## src/rtl/irq_prio_pkg.sv

```systemverilog
package irq_prio_pkg;

    // Source of the value returned on the read port.
    typedef enum logic [1:0] {
        RD_ZERO = 2'd0,
        RD_PIN  = 2'd1,
        RD_REQ  = 2'd2
    } rd_src_e;

    // Classify a read address for a block with num_src sources.
    // Address num_src returns the request state; 1..num_src-1 return pins.
    function automatic rd_src_e classify_rd(input int unsigned addr,
                                            input int unsigned num_src);
        if (addr == num_src)
            return RD_REQ;
        else if (addr >= 1 && addr < num_src)
            return RD_PIN;
        else
            return RD_ZERO;
    endfunction

endpackage

```

## src/rtl/irq_sync.sv

```systemverilog
module irq_sync #(
    parameter int unsigned WIDTH  = 15,
    parameter int unsigned STAGES = 2
) (
    input  logic             clk,
    input  logic             rst_n,
    input  logic [WIDTH-1:0] async_i,
    output logic [WIDTH-1:0] sync_o
);
    // Resynchronising chain; resets to the inactive (high) level.
    logic [WIDTH-1:0] stage_q [STAGES];

    always_ff @(posedge clk or negedge rst_n) begin
        if (!rst_n) begin
            for (int s = 0; s < STAGES; s++) stage_q[s] <= '1;
        end else begin
            stage_q[0] <= async_i;
            for (int s = 1; s < STAGES; s++) stage_q[s] <= stage_q[s-1];
        end
    end

    assign sync_o = stage_q[STAGES-1];
endmodule

```

## src/rtl/irq_prio_enc.sv

```systemverilog
module irq_prio_enc #(
    parameter int unsigned NUM_SRC = 15,
    parameter int unsigned CODE_W  = 4
) (
    input  logic [NUM_SRC:1]   pend_i,
    output logic [CODE_W-1:0]  code_o,
    output logic               any_o
);
    // Lowest index wins: scan from the top so the last hit is the smallest.
    always_comb begin
        code_o = '0;
        for (int i = NUM_SRC; i >= 1; i--) begin
            if (pend_i[i]) code_o = CODE_W'(i);
        end
        any_o = |pend_i;
    end
endmodule

```

## src/rtl/irq_prioritizer.sv

```systemverilog
module irq_prioritizer
    import irq_prio_pkg::*;
#(
    parameter int unsigned NUM_SRC     = 15,
    parameter int unsigned ADDR_W      = 5,
    parameter int unsigned SYNC_STAGES = 2,
    parameter int unsigned TIMER_SRC   = 3,
    localparam int unsigned CODE_W     = $clog2(NUM_SRC + 1)
) (
    input  logic              clk,
    input  logic              rst_n,
    input  logic [NUM_SRC:1]  int_n_i,
    input  logic              tmr_irq_i,
    input  logic              wr_en_i,
    input  logic [ADDR_W-1:0] wr_addr_i,
    input  logic              wr_bit_i,
    input  logic [ADDR_W-1:0] rd_addr_i,
    output logic              rd_bit_o,
    output logic              req_n_o,
    output logic [CODE_W-1:0] code_o
);

    typedef struct packed {
        logic [NUM_SRC:1]  arm;
        logic              req_n;
        logic [CODE_W-1:0] code;
    } state_t;

    state_t st_d, st_q;

    logic [NUM_SRC:1]  lvl_n;      // resynchronised pin levels
    logic [NUM_SRC:1]  tmr_vec;    // timer event placed on its source slot
    logic [NUM_SRC:1]  pend;       // active and armed
    logic [CODE_W-1:0] enc_code;
    logic              enc_any;

    irq_sync #(.WIDTH(NUM_SRC), .STAGES(SYNC_STAGES)) u_sync (
        .clk     (clk),
        .rst_n   (rst_n),
        .async_i (int_n_i),
        .sync_o  (lvl_n)
    );

    generate
        if (TIMER_SRC >= 1 && TIMER_SRC <= NUM_SRC) begin : g_tmr
            assign tmr_vec = {{(NUM_SRC-1){1'b0}}, tmr_irq_i} << (TIMER_SRC - 1);
        end else begin : g_no_tmr
            assign tmr_vec = '0;
        end
    endgenerate

    assign pend = (~lvl_n | tmr_vec) & st_q.arm;

    irq_prio_enc #(.NUM_SRC(NUM_SRC), .CODE_W(CODE_W)) u_enc (
        .pend_i (pend),
        .code_o (enc_code),
        .any_o  (enc_any)
    );

    // Next-state computation.
    always_comb begin
        st_d = st_q;
        if (wr_en_i) begin
            for (int i = 1; i <= NUM_SRC; i++) begin
                if (wr_addr_i == ADDR_W'(i)) st_d.arm[i] = wr_bit_i;
            end
        end
        st_d.req_n = ~enc_any;
        st_d.code  = enc_code;
    end

    always_ff @(posedge clk or negedge rst_n) begin
        if (!rst_n) begin
            st_q.arm   <= '0;
            st_q.req_n <= 1'b1;
            st_q.code  <= '0;
        end else begin
            st_q <= st_d;
        end
    end

    // Read port: pin levels or request state, never the arm bits.
    always_comb begin
        rd_bit_o = 1'b0;
        unique case (classify_rd(int'(rd_addr_i), NUM_SRC))
            RD_REQ: rd_bit_o = st_q.req_n;
            RD_PIN: begin
                for (int i = 1; i < NUM_SRC; i++) begin
                    if (rd_addr_i == ADDR_W'(i)) rd_bit_o = lvl_n[i];
                end
            end
            default: rd_bit_o = 1'b0;
        endcase
    end

    assign req_n_o = st_q.req_n;
    assign code_o  = st_q.code;

    // Idle outputs carry code 0.
    p_idle_code_r7: assert property (@(posedge clk) disable iff (!rst_n)
        req_n_o |-> (code_o == '0));

    // An asserted request always names a real source.
    p_code_nonzero_r6: assert property (@(posedge clk) disable iff (!rst_n)
        !req_n_o |-> (code_o != '0));

    // No pending source in a cycle means no request after the next edge.
    p_no_pend_idle_r5: assert property (@(posedge clk) disable iff (!rst_n)
        (pend == '0) |=> req_n_o);

    // Arm bits only move on a write strobe.
    p_arm_hold_r2: assert property (@(posedge clk) disable iff (!rst_n)
        !wr_en_i |=> $stable(st_q.arm));

    // Writes outside the arm range leave every arm bit untouched.
    p_arm_ignore_r2: assert property (@(posedge clk) disable iff (!rst_n)
        (wr_en_i && (wr_addr_i == '0 || int'(wr_addr_i) > NUM_SRC)) |=> $stable(st_q.arm));

    // At most one bit of the arm vector changes per write.
    p_arm_single_r2: assert property (@(posedge clk) disable iff (!rst_n)
        wr_en_i |=> $onehot0(st_q.arm ^ $past(st_q.arm)));

endmodule

```

## config.mk

```make
export PLATFORM = sky130hd
export DESIGN_NAME = irq_prioritizer
export DESIGN_NICKNAME = d
export VERILOG_FILES = /design/src/rtl/irq_prio_pkg.sv /design/src/rtl/irq_sync.sv /design/src/rtl/irq_prio_enc.sv /design/src/rtl/irq_prioritizer.sv
export SDC_FILE = /design/constraint.sdc
export NUM_CORES = 1
export LEC_CHECK = 0
export BUFFER_PORTS_ARGS = -buffer_cell sky130_fd_sc_hd__buf_2
export CAP_MARGIN = 0
export CORE_ASPECT_RATIO = 1.1
export CORE_MARGIN = 1.5
export CORE_UTILIZATION = 50
export CTS_CLUSTER_DIAMETER = 150
export DETAILED_ROUTE_END_ITERATION = 10
export GPL_TIMING_DRIVEN = 0
export PLACE_DENSITY = 0.71
export RECOVER_POWER = 50
export SKIP_CTS_REPAIR_TIMING = 1
export SLEW_MARGIN = 0
export SYNTH_ARGS = -nofsm -noshare
export SYNTH_HDL_FRONTEND = slang
export SYNTH_SLANG_ARGS = --single-unit
```

## constraint.sdc

```tcl
create_clock -name clk -period 1.9 [get_ports clk]
set_input_delay 0.095 -clock clk [delete_from_list [all_inputs] [get_ports clk]]
set_output_delay 0.095 -clock clk [all_outputs]
set_load 0.01 [all_outputs]
```

==> flow_metrics.py <==
metrics = {
    "worst_setup_path": {
        "arrival_ns": 1.65,
        "cp_cell_sequence": "mux4_2 > a21oi_1 > o22ai_1 > o2bb2ai_1 > buf_2",
        "r2r_slack_ns": 0.43,
        "crit_fanout": 2,
        "rr_endpoint": "code_o[1]",
        "worstSetupPathType": "register to primary output",
        "critPathRequiredTime_ns": 1.80,
        "crit_path_start_kind": "register",
        "max_stage_delay_ns": 0.47,
        "timing.rr.start": "u_sync.sync_o[13]",
        "cp-end-kind": "primary output",
        "crit_slowest_cell": "mux4_2",
        "reg2reg_depth": 5,
    },
    "global_route": {
        "grt_max_degree": 51,
        "grt_pass1_vias": 1426,
        "grt_first_pass_wirelength_microns": 6350,
        "track_usage_pct": 18.1,
        "grt_overflow_total": 0,
        "antenna_found_initial": 0,
    },
    "clock_network": {
        "cts_sinks": 50,
        "path_clk_slew_ns": 0.08,
        "cts_tree": "built",
        "clk_path_buf_depth": 2,
        "clock_latency_ns": 0.30,
        "root_buffer": "clkbuf_8",
        "cts.htree.levels": 2,
        "cts_buffers": 5,
    },
    "sta": {
        "post-route-min-period_ns": 1.74,
        "relSlewSlack_pct": 24.0,
        "finalSetupTns_ns": 0,
        "hold_ws_ns": 0.0131,
        "hold_viol_final": 0,
        "final.setup.worst_slack_ns": 0.158,
        "fmax_mhz": 574,
        "setup_viol": 0,
        "finalClockSkew_ns": 0.00205,
        "post-route-period-util_pct": 91.7,
        "worst_pin_slew_ns": 1.14,
        "final_max_slew_viol_count": 0,
        "rsz0062_at_grt": "no",
    },
    "yosys": {
        "synth.distinct_cells": 37,
        "synthCells": 170,
        "synth_top_family_by_area": "simple AND/OR/NAND/NOR gates",
        "async_flop_share_pct": 100,
        "synth_fp_nets": 200,
        "ys_seq_area_share_pct": 60.9,
        "ys_warn_count": 0,
        "synth_area_leader_cell": "dfstp_2",
        "ys.flop_type": "dfstp_2",
        "syn_avg_cell_area_sq_um": 12.5,
        "synth.area.top_cells": "dfstp_2 38%, dfrtp_1 22%, mux2_1 8.0%",
        "synth-xor-area-share_pct": 0,
        "synth_compound_area_share_pct": 7.51,
        "yosys.area_share.simple_pct": 18.6,
        "yosysTopAreaCellShare_pct": 38.5,
        "synth_mux_area_share_pct": 9.99,
        "synth-edff-count": 0,
        "synth_area_sq_um": 2120,
        "synthAdderAreaFrac_pct": 0,
        "ys_ff_latch": 50,
    },
    "final_layout": {
        "seqCellArea_sq_um": 1290,
        "layout_commonest_cell": "buf_2",
        "drive_gt1_share_pct": 38.1,
        "multi_input_area_sq_um": 764,
        "diodes": 0,
        "nFillCells": 317,
        "final_cell_mix": "34 x buf_2, 31 x dfstp_2, 19 x dfrtp_1",
        "nets": 255,
        "layout-area-overhead-vs-synth_pct": 22.9,
    },
    "power": {
        "pwr-share-clk_pct": 27.7,
        "p_sw_share_pct": 25.5,
        "seqPwrFrac_pct": 53.8,
        "powerDensity_nw_per_um2": 921,
        "power_leakage_nw": 1.15,
        "max-vdd-ir-drop_uv": 635,
        "p_int_mw": 1.79,
        "power.switching_uw": 611,
        "combPwrFrac_pct": 18.5,
        "totalPowerFinal_mw": 2.40,
    },
    "status": {
        "outcome": "completed",
    },
    "floorplanning": {
        "die_h_microns": 71.2,
        "start_util_pct": 52.6,
        "io_pins": 36,
        "core_area_sq_um": 4020,
        "die_area_sq_um": 4630,
        "die_w_microns": 65.0,
        "fp-row-count": 24,
    },
    "hold_path": {
        "hold_class": "input port to async pin",
    },
    "place": {
        "portBuffers": 33,
        "dpl_worst_slack_ns": 0.483,
        "hpwl_microns": 2780,
        "gp_congestion": 0.911,
    },
    "run": {
        "maxCapViolations": 0,
    },
    "route": {
        "ant_nets": 0,
        "met1_length_microns": 1610,
        "drt-total-wl_microns": 3940,
        "via_count": 1447,
        "dr.pass1.iters": 4,
        "wl_met3_microns": 152,
        "post_drt_wl_per_cell_microns": 14.2,
        "routed_via_density": 5.21,
        "met2_length_microns": 2090,
        "route.detailed.drc": 0,
        "highest_layer": "met4",
        "drtIter0Drc": 70,
    },
}
## logic make-up (layout without fill, tap and decap cells)
group                  count (synthesis)  in the layout
buffers and inverters                 11             67
AND/OR/NAND/NOR                       67             67
multiplexers                          18             18
flip-flops                            50             50
AO/OA/AOI/OAI                         24             24
## final cells by class
type / count / share of cell area (%)
well taps: 52 / 2.50
repair buffers: 48 / 12.1
clock buffers: 6 / 3.61
inverters: 2 / 0.289
flip-flops and latches: 50 / 49.6
plain buffers: 9 / 2.12
clock inverters: 2 / 0.385
multi-input cells: 109 / 29.4
## worst max path at each step
| stage | startpoint | endpoint | depth (start not counted) |
|---|---|---|---|
| final | u_sync.sync_o[6] | rd_bit_o | 5 |
| after detailed placement | u_sync.sync_o[6] | rd_bit_o | 5 |
| after global placement | u_sync.sync_o[6] | rd_bit_o | 5 |
| after CTS | u_sync.sync_o[6] | rd_bit_o | 5 |
| after global routing | u_sync.sync_o[6] | rd_bit_o | 5 |
| after floorplan | u_sync.sync_o[6] | rd_bit_o | 4 |
## metal layers
layer | vias to the layer above | global-route usage (%)
li1 | 700 | -
met1 | 704 | 22.1
met2 | 35 | 30.8
met3 | 8 | 4.24
met4 | 0 | 7.64
met5 | - | 0
## per-stage QoR
| stage | std cells | cell area [sq um] | utilization [%] |
|---|---|---|---|
| 4_1_cts | 263 | 2450 | 60.9 |
| 5_1_grt | 278 | 2600 | 64.6 |
| 3_3_place_gp | 255 | 2350 | 58.3 |
| 3_5_place_dp | 255 | 2350 | 58.3 |
| 6_report | 278 | 2600 | 64.6 |
| 2_1_floorplan | 170 | 2120 | - |
## Yosys cell counts, drive strengths merged (2+ instances only)
cell	count
dfstp	31
dfrtp	19
nand2	17
mux2	15
nand2b	12
nor2b	9
a21oi	8
buf	7
nand3	7
nor2	6
nor3b	4
o21ai	4
a31oi	3
nand3b	3
and4bb	2
clkbuf	2
inv	2
mux2i	2
nor3	2
o211ai	2
o22ai	2
## state kept, by name (all words and copies together) (netlist names)
signal          count
code_o              4
u_sync.stage_q     15
st_q               15
u_sync.sync_o      15
req_n_o             1
## power groups by stage
stage	Combinational, mW	Sequential [mW]	Clock (mW)
finish	0.444	1.29	0.663
global route	0.489	1.31	0.731
CTS	0.422	1.29	0.681
detailed placement	0.419	1.31	0
global placement	0.404	1.31	0
floorplan	0.286	1.28	0
## critical path: cells and delay by family (launching register included)
| kind | cells | cell delay, ns |
|---|---|---|
| buffers and inverters | 1 | 0.14 |
| AO/OA/AOI/OAI | 3 | 0.37 |
| multiplexers | 1 | 0.47 |
| flip-flops | 1 | 0.38 |
Note: power is estimated with default switching activity, not from simulation.
